### config.mk
export PLATFORM = sky130hd
export DESIGN_NAME = nalu_core
export DESIGN_NICKNAME = d
export VERILOG_FILES = /design/src/rtl/nalu_pkg.sv /design/src/rtl/nalu_adder.sv /design/src/rtl/nalu_rotator.sv /design/src/rtl/nalu_state.sv /design/src/rtl/nalu_core.sv
export SDC_FILE = /design/constraint.sdc
export NUM_CORES = 1
export LEC_CHECK = 0
export BUFFER_PORTS_ARGS = -buffer_cell sky130_fd_sc_hd__buf_4
export CAP_MARGIN = 30
export CORE_UTILIZATION = 35
export DETAILED_ROUTE_END_ITERATION = 16
export GPL_TIMING_DRIVEN = 0
export PLACE_DENSITY = 0.65
export SYNTH_ARGS = -nofsm -noshare
export SYNTH_HDL_FRONTEND = slang
export SYNTH_SLANG_ARGS = --single-unit
export TNS_END_PERCENT = 30
### constraint.sdc
create_clock -name clk -period 3.4 [get_ports clk]
set_input_delay 0.17 -clock clk [delete_from_list [all_inputs] [get_ports clk]]
set_output_delay 0.17 -clock clk [all_outputs]
set_load 0.005 [all_outputs]
### src/rtl/nalu_pkg.sv
// Package for the nibble ALU: operation encoding and shared width default.
// Assumes the op code field is three bits wide; all eight codes are used.
package nalu_pkg;
    localparam int unsigned DATA_W = 4;

    typedef enum logic [2:0] {
        OP_ADD  = 3'd0,
        OP_ADC  = 3'd1,
        OP_SUB  = 3'd2,
        OP_CMP  = 3'd3,
        OP_ROL  = 3'd4,
        OP_ROR  = 3'd5,
        OP_TSTC = 3'd6,
        OP_TSTS = 3'd7
    } alu_op_e;
endpackage

### src/rtl/nalu_adder.sv
// Adder/subtractor for the nibble ALU.
// Does: a + b + cin, or a + ~b + 1 when sub is high, so that the carry out
// directly gives the "no borrow" carry convention. Assumes W >= 1.
module nalu_adder #(
    parameter int unsigned W = nalu_pkg::DATA_W
) (
    input  logic [W-1:0] a,
    input  logic [W-1:0] b,
    input  logic         cin,
    input  logic         sub,
    output logic [W-1:0] sum,
    output logic         cout
);
    localparam int unsigned EW = W + 1;

    logic [W-1:0]  b_eff;
    logic          c_eff;
    logic [EW-1:0] total;

    // Select operand inversion and forced carry-in for subtraction.
    always_comb begin
        b_eff = sub ? ~b : b;
        c_eff = sub ? 1'b1 : cin;
    end

    // Single ripple sum with carry out in the extra bit.
    always_comb begin
        total = {1'b0, a} + {1'b0, b_eff} + {{W{1'b0}}, c_eff};
        sum   = total[W-1:0];
        cout  = total[W];
    end
endmodule

### src/rtl/nalu_rotator.sv
// Rotate-through-carry unit for the nibble ALU.
// Does: left rotate puts cin in the LSB and returns the old MSB; right rotate
// puts cin in the MSB and returns the old LSB. Assumes W >= 2.
module nalu_rotator #(
    parameter int unsigned W = nalu_pkg::DATA_W
) (
    input  logic [W-1:0] a,
    input  logic         cin,
    input  logic         left,
    output logic [W-1:0] q,
    output logic         cout
);
    logic [W-1:0] q_l;
    logic [W-1:0] q_r;

    // Build both rotate results bit by bit.
    for (genvar i = 0; i < W; i++) begin : g_bit
        if (i == 0) begin : g_lsb
            assign q_l[i] = cin;
            assign q_r[i] = a[i+1];
        end else if (i == W - 1) begin : g_msb
            assign q_l[i] = a[i-1];
            assign q_r[i] = cin;
        end else begin : g_mid
            assign q_l[i] = a[i-1];
            assign q_r[i] = a[i+1];
        end
    end

    // Pick the direction and the bit shifted out.
    always_comb begin
        q    = left ? q_l : q_r;
        cout = left ? a[W-1] : a[0];
    end
endmodule

### src/rtl/nalu_state.sv
// State registers for the nibble ALU: result, carry, zero and status.
// Does: each register loads its next value when upd_en and its own write
// enable are both high. Assumes synchronous active-low reset; status resets to 1.
module nalu_state #(
    parameter int unsigned W = nalu_pkg::DATA_W
) (
    input  logic         clk,
    input  logic         rst_n,
    input  logic         upd_en,
    input  logic         wr_res,
    input  logic [W-1:0] nxt_res,
    input  logic         wr_cf,
    input  logic         nxt_cf,
    input  logic         wr_zf,
    input  logic         nxt_zf,
    input  logic         wr_sf,
    input  logic         nxt_sf,
    output logic [W-1:0] res_q,
    output logic         cf_q,
    output logic         zf_q,
    output logic         sf_q
);
    // Result register.
    always_ff @(posedge clk) begin
        if (!rst_n)                res_q <= '0;
        else if (upd_en && wr_res) res_q <= nxt_res;
    end

    // Carry flag register.
    always_ff @(posedge clk) begin
        if (!rst_n)               cf_q <= 1'b0;
        else if (upd_en && wr_cf) cf_q <= nxt_cf;
    end

    // Zero flag register.
    always_ff @(posedge clk) begin
        if (!rst_n)               zf_q <= 1'b0;
        else if (upd_en && wr_zf) zf_q <= nxt_zf;
    end

    // Status flag register, set on reset.
    always_ff @(posedge clk) begin
        if (!rst_n)               sf_q <= 1'b1;
        else if (upd_en && wr_sf) sf_q <= nxt_sf;
    end
endmodule

### src/rtl/nalu_core.sv
// Top of the nibble ALU.
// Does: decodes the op code, steers operands to the adder or the rotator,
// and sets the per-register write enables for the state block.
// Assumes operands are stable around the clock edge when upd_en is high.
module nalu_core #(
    parameter int unsigned W = nalu_pkg::DATA_W
) (
    input  logic         clk,
    input  logic         rst_n,
    input  logic         upd_en,
    input  logic [2:0]   op_in,
    input  logic [W-1:0] acc_in,
    input  logic [W-1:0] opnd_in,
    output logic [W-1:0] res_out,
    output logic         cf_out,
    output logic         zf_out,
    output logic         sf_out
);
    import nalu_pkg::*;

    alu_op_e      op;
    logic         is_sub;
    logic         add_cin;
    logic [W-1:0] add_sum;
    logic         add_cout;
    logic         rot_left;
    logic [W-1:0] rot_q;
    logic         rot_cout;
    logic         wr_res, wr_cf, wr_zf, wr_sf;
    logic [W-1:0] nxt_res;
    logic         nxt_cf, nxt_zf, nxt_sf;
    logic [W-1:0] res_q;
    logic         cf_q, zf_q, sf_q;

    assign op = alu_op_e'(op_in);

    // Operand steering for the two datapath units.
    always_comb begin
        is_sub   = (op == OP_SUB) || (op == OP_CMP);
        add_cin  = (op == OP_ADC) ? cf_q : 1'b0;
        rot_left = (op == OP_ROL);
    end

    nalu_adder #(.W(W)) u_add (
        .a    (acc_in),
        .b    (opnd_in),
        .cin  (add_cin),
        .sub  (is_sub),
        .sum  (add_sum),
        .cout (add_cout)
    );

    nalu_rotator #(.W(W)) u_rot (
        .a    (acc_in),
        .cin  (cf_q),
        .left (rot_left),
        .q    (rot_q),
        .cout (rot_cout)
    );

    // Next-state values and write enables per operation.
    always_comb begin
        wr_res  = 1'b0;
        wr_cf   = 1'b0;
        wr_zf   = 1'b0;
        wr_sf   = 1'b0;
        nxt_res = add_sum;
        nxt_cf  = add_cout;
        nxt_zf  = (add_sum == '0);
        nxt_sf  = add_cout;
        unique case (op)
            OP_ADD, OP_ADC, OP_SUB: begin
                wr_res = 1'b1;
                wr_cf  = 1'b1;
                wr_zf  = 1'b1;
                wr_sf  = 1'b1;
            end
            OP_CMP: begin
                wr_cf  = 1'b1;
                wr_zf  = 1'b1;
                wr_sf  = 1'b1;
            end
            OP_ROL, OP_ROR: begin
                wr_res  = 1'b1;
                wr_cf   = 1'b1;
                wr_zf   = 1'b1;
                nxt_res = rot_q;
                nxt_cf  = rot_cout;
                nxt_zf  = (rot_q == '0);
            end
            OP_TSTC, OP_TSTS: begin
                wr_cf  = 1'b1;
                wr_sf  = 1'b1;
                nxt_cf = (op == OP_TSTS);
                nxt_sf = cf_q;
            end
            default: ;
        endcase
    end

    nalu_state #(.W(W)) u_state (
        .clk     (clk),
        .rst_n   (rst_n),
        .upd_en  (upd_en),
        .wr_res  (wr_res),
        .nxt_res (nxt_res),
        .wr_cf   (wr_cf),
        .nxt_cf  (nxt_cf),
        .wr_zf   (wr_zf),
        .nxt_zf  (nxt_zf),
        .wr_sf   (wr_sf),
        .nxt_sf  (nxt_sf),
        .res_q   (res_q),
        .cf_q    (cf_q),
        .zf_q    (zf_q),
        .sf_q    (sf_q)
    );

    // Drive outputs from the state registers.
    always_comb begin
        res_out = res_q;
        cf_out  = cf_q;
        zf_out  = zf_q;
        sf_out  = sf_q;
    end
endmodule

==> results of run 1 <==
## cell type report
| type | instances | area, sq um | area share, % |
|---|---|---|---|
| plain buffers | 5 | 45.0 | 5.22 |
| clock buffers | 4 | 26.3 | 3.04 |
| inverters | 4 | 15.0 | 1.74 |
| multi-input cells | 60 | 478 | 55.4 |
| flip-flops and latches | 7 | 140 | 16.2 |
| well taps | 25 | 31.3 | 3.62 |
| repair buffers | 17 | 128 | 14.8 |
## registers in the layout (all words and copies together) (netlist names)
register       flops
u_state.cf_q       1
u_state.zf_q       1
u_state.res_q      4
u_state.sf_q       1
## cell usage after synthesis, types with 3 or more instances
master   count
ha_1         4
o21ai_0      5
xnor2_1      3
a21oi_1      4
nand2_1      4
dfxtp_1      7
inv_1        4
mux2i_1      5
nor2_1       3
buf_6        3
## logic make-up (layout without fill, tap and decap cells)
kind of cell,Yosys count,after routing,synth area share (%)
simple gates,19,19,17.0
buf+inv,9,30,8.85
flops,7,7,20.7
compound gates,24,24,24.2
mux,6,6,9.59
fa+ha+maj,6,6,13.3
xor+xnor,5,5,6.46
## critical path, stage by stage (launching register included)
cell and delay, ps:
dfxtp_1 450, a21oi_1 90, or2_2 290, fa_1 400, inv_1 90, fa_1 430, nor3b_1 190, o21ai_1 100
a31oi_1 160
## worst min-delay path by stage
stage / start / cells past startpoint / slack, ps / endpoint
6_report: upd_en / 2 / 140 / u_state.zf_q
3_3_place_gp: upd_en / 2 / 400 / u_state.zf_q
2_1_floorplan: rst_n / 1 / 260 / u_state.sf_q
5_1_grt: upd_en / 2 / 140 / u_state.zf_q
3_5_place_dp: upd_en / 2 / 400 / u_state.zf_q
4_1_cts: upd_en / 2 / 130 / u_state.zf_q
## routing by layer
metal / part of all wire (%) / global-route usage, % / routed length, microns
met3: 3.4 / 3.57 / 48
met4: 1.1 / 7.06 / 16
met5: 0 / 0 / 0
met1: 46 / 20.5 / 650
met2: 50 / 25.9 / 713
## stage by stage
step	total power [mW]	util, %	std cells	worst slack [ps]
2_1_floorplan	0.169	-	76	1320
3_3_place_gp	0.206	47.4	118	1110
3_5_place_dp	0.208	47.4	118	1090
4_1_cts	0.289	48.9	122	1130
5_1_grt	0.311	48.9	122	1000
6_report	0.288	48.9	122	1130
## report_power, final
group          internal (mW)  switching (mW)
logic                 0.0593          0.0529
clock network         0.0451          0.0361
registers             0.0895         0.00463
==> results.json, run 1 <==
{
  "outcome": "completed",
  "antenna_cells": 0,
  "power.leakage_nw": 0.400,
  "cts_buffer_depth": 2,
  "synth_top_area_share_pct": 20.7,
  "synth_ff_type": "dfxtp_1",
  "final-setup-viol-count": 0,
  "synth_cell_types": 35,
  "num_io_pins": 21,
  "drt_pass1_iterations": 2,
  "worstSetupPathType": "flip-flop to flip-flop",
  "finalClockSkew_ps": 8.22,
  "syn_area_sq_um": 678,
  "hold_violations": 0,
  "rows": 15,
  "timing.rr.start": "u_state.cf_q",
  "crit_path_end_kind": "flip-flop",
  "cp-endpoint": "u_state.zf_q",
  "r2r_end": "u_state.zf_q",
  "dr.first_iter.drc_count": 5,
  "vias": 615,
  "placed_area_sq_um": 837,
  "detail-route-antenna-nets": 0,
  "min_period_over_period_pct": 66.6,
  "drive_gt1_share_pct": 28.9,
  "cap_violations": 0,
  "dp_hpwl_microns": 1130,
  "vias_per_cell": 5.04,
  "yosys-top-cells-area": "dfxtp_1 21%, ha_1 7.4%, mux2i_1 7.4%",
  "grt_pass1_wl_microns": 2410,
  "die-area_sq_um": 2120,
  "crit_fanout": 7,
  "path_clk_slew_ps": 60,
  "track_usage_pct": 16.2,
  "cts_tree": "done",
  "holdWs_ps": 137,
  "final_nets": 118,
  "clock_latency_ps": 260,
  "cts-hold-fix-buffers": 0,
  "synth.ff_latch_count": 7,
  "ff2ff_setup_slack_ps": 1130,
  "period_minus_slack_ps": 2270,
  "postLayoutCellArea_sq_um": 863,
  "grt_pass1_vias": 560,
  "cts_made_buffers": 3,
  "final_common_cell": "buf_4",
  "tightest_slew_ps": 286,
  "cts_setup_buffers": 0,
  "rsz0062_at_grt": "no",
  "wl_per_cell_microns": 11.7,
  "critPathRequiredTime_ps": 3580,
  "port_buffers": 17,
  "ir_worst_vdd_uv": 127,
  "cp.arrival_ps": 2450,
  "max_freq_ghz": 0.441,
  "die-width_microns": 46.0,
  "synth_edf_count": 0,
  "grt_max_degree": 11,
  "core_sq_um": 1760,
  "cts_resized": 0,
  "die_y_microns": 46.0,
  "drv_slew": 0,
  "antenna_found_initial": 0,
  "async_flop_share_pct": 0,
  "finalSetupTns_ps": 0,
  "rr_worst_depth": 8,
  "synth_nets": 96,
  "seq_area_frac_synth_pct": 20.7,
  "powerDensity_nw_per_um2": 333,
  "syn2layout_area_growth_pct": 27.3,
  "place.gp.congestion": 0.714,
  "min_path_type": "input pin to flip-flop",
  "syn_avg_cell_area_sq_um": 8.92,
  "clock_sinks": 7,
  "wl_microns": 1430,
  "cts_htree_levels": 1,
  "crit_path_start": "u_state.cf_q",
  "fill_cells": 190,
  "grt.overflow.total": 0,
  "relSlewSlack_pct": 80.8,
  "yosysWarnings": 0,
  "drc": 0,
  "initial_core_util_pct": 38.4,
  "root_buffer": "clkbuf_4",
  "postSynthCellCount": 76,
  "worstSetupStartpointType": "flip-flop",
  "mostFrequentLayoutCells": "18 x buf_4, 7 x dfxtp_1, 5 x mux2i_1, 5 x o21ai_0",
  "yosys.area.top_type": "dfxtp_1"
}
(Power assumes the default switching activity.)
==> run 2, diff against run 1 <==
--- a/config.mk
+++ b/config.mk
@@ -5,12 +5,13 @@
 export SDC_FILE = /design/constraint.sdc
 export NUM_CORES = 1
 export LEC_CHECK = 0
+export ABC_AREA = 1
 export BUFFER_PORTS_ARGS = -buffer_cell sky130_fd_sc_hd__buf_4
 export CAP_MARGIN = 30
 export CORE_UTILIZATION = 35
 export DETAILED_ROUTE_END_ITERATION = 16
 export GPL_TIMING_DRIVEN = 0
-export PLACE_DENSITY = 0.65
+export PLACE_DENSITY = 0.67
 export SYNTH_ARGS = -nofsm -noshare
 export SYNTH_HDL_FRONTEND = slang
 export SYNTH_SLANG_ARGS = --single-unit
==> constraint.sdc (replaced) <==
create_clock -name clk -period 2 [get_ports clk]
set_input_delay 0.1 -clock clk [delete_from_list [all_inputs] [get_ports clk]]
set_output_delay 0.1 -clock clk [all_outputs]
set_load 0.005 [all_outputs]
==> run 2 against run 1 <==
Compared with the run above: die area rose by 0.37%; critical path depth rose by 3; utilization rose by 0.40 points; synthesized cell count rose by 36%; flip-flop and latch count did not move; sequential power rose by 69%; clock skew fell by 3.6 ps; via count rose by 19%; total power rose by 69%; routed wire length rose by 6.0%; critical path type unchanged; highest routed layer unchanged.
==> results.json, run 2 <==
{
  "path_clk_slew_ps": 50,
  "fill_cells": 193,
  "min_path_type": "input pin to flip-flop",
  "dr.first_iter.drc_count": 13,
  "place.gp.congestion": 0.812,
  "mostFrequentLayoutCells": "24 x nand2_1, 18 x buf_4, 11 x inv_1",
  "rows": 15,
  "outcome": "completed",
  "period_minus_slack_ps": 1840,
  "cts_setup_buffers": 0,
  "track_usage_pct": 16.0,
  "syn2layout_area_growth_pct": 29.2,
  "wl_per_cell_microns": 10.1,
  "cts_htree_levels": 1,
  "dp_hpwl_microns": 1250,
  "worstSetupStartpointType": "flip-flop",
  "clock_sinks": 7,
  "port_buffers": 18,
  "hold_violations": 0,
  "powerDensity_nw_per_um2": 552,
  "synth.ff_latch_count": 7,
  "num_io_pins": 21,
  "vias": 734,
  "grt_max_degree": 9,
  "postSynthCellCount": 103,
  "yosys.area.top_type": "dfxtp_1",
  "cp.arrival_ps": 2030,
  "seq_area_frac_synth_pct": 20.6,
  "relSlewSlack_pct": 77.7,
  "die-area_sq_um": 2130,
  "final_nets": 146,
  "worstSetupPathType": "flip-flop to flip-flop",
  "cts_made_buffers": 3,
  "final_common_cell": "nand2_1",
  "max_freq_ghz": 0.543,
  "min_period_over_period_pct": 92.1,
  "synth_edf_count": 0,
  "syn_area_sq_um": 681,
  "cap_violations": 0,
  "critPathRequiredTime_ps": 2190,
  "drc": 0,
  "async_flop_share_pct": 0,
  "synth_commonest_cells": "24 x nand2_1, 12 x inv_1, 9 x nand3_1, 9 x nor2_1, 8 x o21ai_0",
  "largest_reg_flops": 4,
  "finalClockSkew_ps": 4.59,
  "cts-hold-fix-buffers": 0,
  "die_y_microns": 46.1,
  "vias_per_cell": 4.89,
  "rsz0062_at_grt": "no",
  "pre_cts_ws_ps": -130,
  "drive_gt1_share_pct": 28.8,
  "yosysWarnings": 0,
  "wl_microns": 1510,
  "yosysMostFrequentCell": "nand2_1",
  "tightest_slew_ps": 334,
  "holdWs_ps": 87.1,
  "root_buffer": "clkbuf_4",
  "grt_pass1_wl_microns": 2450,
  "finalWorstSetupSlack_ps": 157,
  "core_sq_um": 1780,
  "synth_ff_type": "dfxtp_1",
  "top_register": "u_state.res_q",
  "synth_nets": 123,
  "antenna_cells": 0,
  "clock_latency_ps": 250,
  "power.leakage_nw": 0.461,
  "grt.overflow.total": 0,
  "grt_pass1_vias": 619,
  "yosys-top-cells-area": "dfxtp_1 21%, nand2_1 13%, ha_1 7.4%",
  "cts_buffer_depth": 2,
  "crit_path_end_kind": "flip-flop",
  "drt_pass1_iterations": 4,
  "final-setup-viol-count": 0,
  "finalSetupTns_ps": 0,
  "detail-route-antenna-nets": 0,
  "drv_slew": 0,
  "synth_cell_types": 22,
  "antenna_found_initial": 0,
  "syn_avg_cell_area_sq_um": 6.61,
  "cts_tree": "done",
  "synth_top_area_share_pct": 20.6,
  "crit_fanout": 4,
  "die-width_microns": 46.1,
  "ir_worst_vdd_uv": 254,
  "initial_core_util_pct": 38.2
}
==> run 2: cell count changes after synthesis, moves of 3 or more <==
cell,delta
inv_1,+8
nand2_1,+20
nand3_1,+8
nor2_1,+6
o21ai_0,+3
mux2i_1,-5
==> run 2: power breakdown <==
group,leakage [nW],switching (mW),internal [mW]
logic,0.388,0.109,0.0895
clock network,0.0150,0.0517,0.0761
registers,0.0582,0.00681,0.153
==> run 2: cell type report <==
type	instances	area, sq um	share of cell area (%)
repair buffers	18	135	15.4
inverters	14	52.6	5.97
well taps	25	31.3	3.56
flip-flops and latches	7	141	16.1
clock buffers	4	26.3	2.99
multi-input cells	80	470	53.5
plain buffers	2	22.5	2.56
==> run 2: cells by family after synthesis <==
family                   after synthesis  synth area share, %
AND/OR/NAND/NOR                       48                 31.2
XOR/XNOR                               4                 5.15
adder cells (fa/ha/maj)                6                 13.2
AO/OA/AOI/OAI                         22                 18.8
flip-flops                             7                 20.6
buffers and inverters                 16                 11.0
==> run 2: final timing paths <==
path	slack [ps]	cells after the start	endpoint	start
worst min-delay path	90	2	u_state.sf_q	rst_n
worst min register to register	480	2	u_state.sf_q	u_state.sf_q
worst max-delay path	160	11	u_state.zf_q	u_state.cf_q
worst max register to register	160	11	u_state.zf_q	u_state.cf_q
==> run 2: metrics by stage <==
stage          cells  total power, mW  cell area [sq um]  utilization [%]
2_1_floorplan    103            0.287                681                -
3_3_place_gp     146            0.352                847             47.5
3_5_place_dp     146            0.356                847             47.5
4_1_cts          150            0.485                873             49.0
5_1_grt          150            0.535                880             49.3
6_report         150            0.486                880             49.3
==> run 2: metal layers <==
metal / GRT usage (%) / share of wire, % / vias to the layer above
met5: 0 / 0 / -
met1: 19.4 / 43 / 318
li1: - / - / 376
met4: 7.06 / 0.79 / 0
met3: 1.18 / 6.4 / 2
met2: 28.5 / 49 / 38
==> run 2: critical path: stages (launching register included) <==
cell and delay (ps):
dfxtp_2 350, a31oi_1 100, fa_2 350, inv_2 70, fa_1 430, inv_1 70
nand3_1 70, nor2_1 90, nand3_1 90, nand2_1 60, nor2_1 30, nor2_1 80
==> run 2: timing repair <==
| item | CTS | global route |
|---|---|---|
| endpoints found under the hold margin | 0 | 0 |
| gates resized for setup | 0 | 4 |
| endpoints found under the setup margin | 0 | 2 |
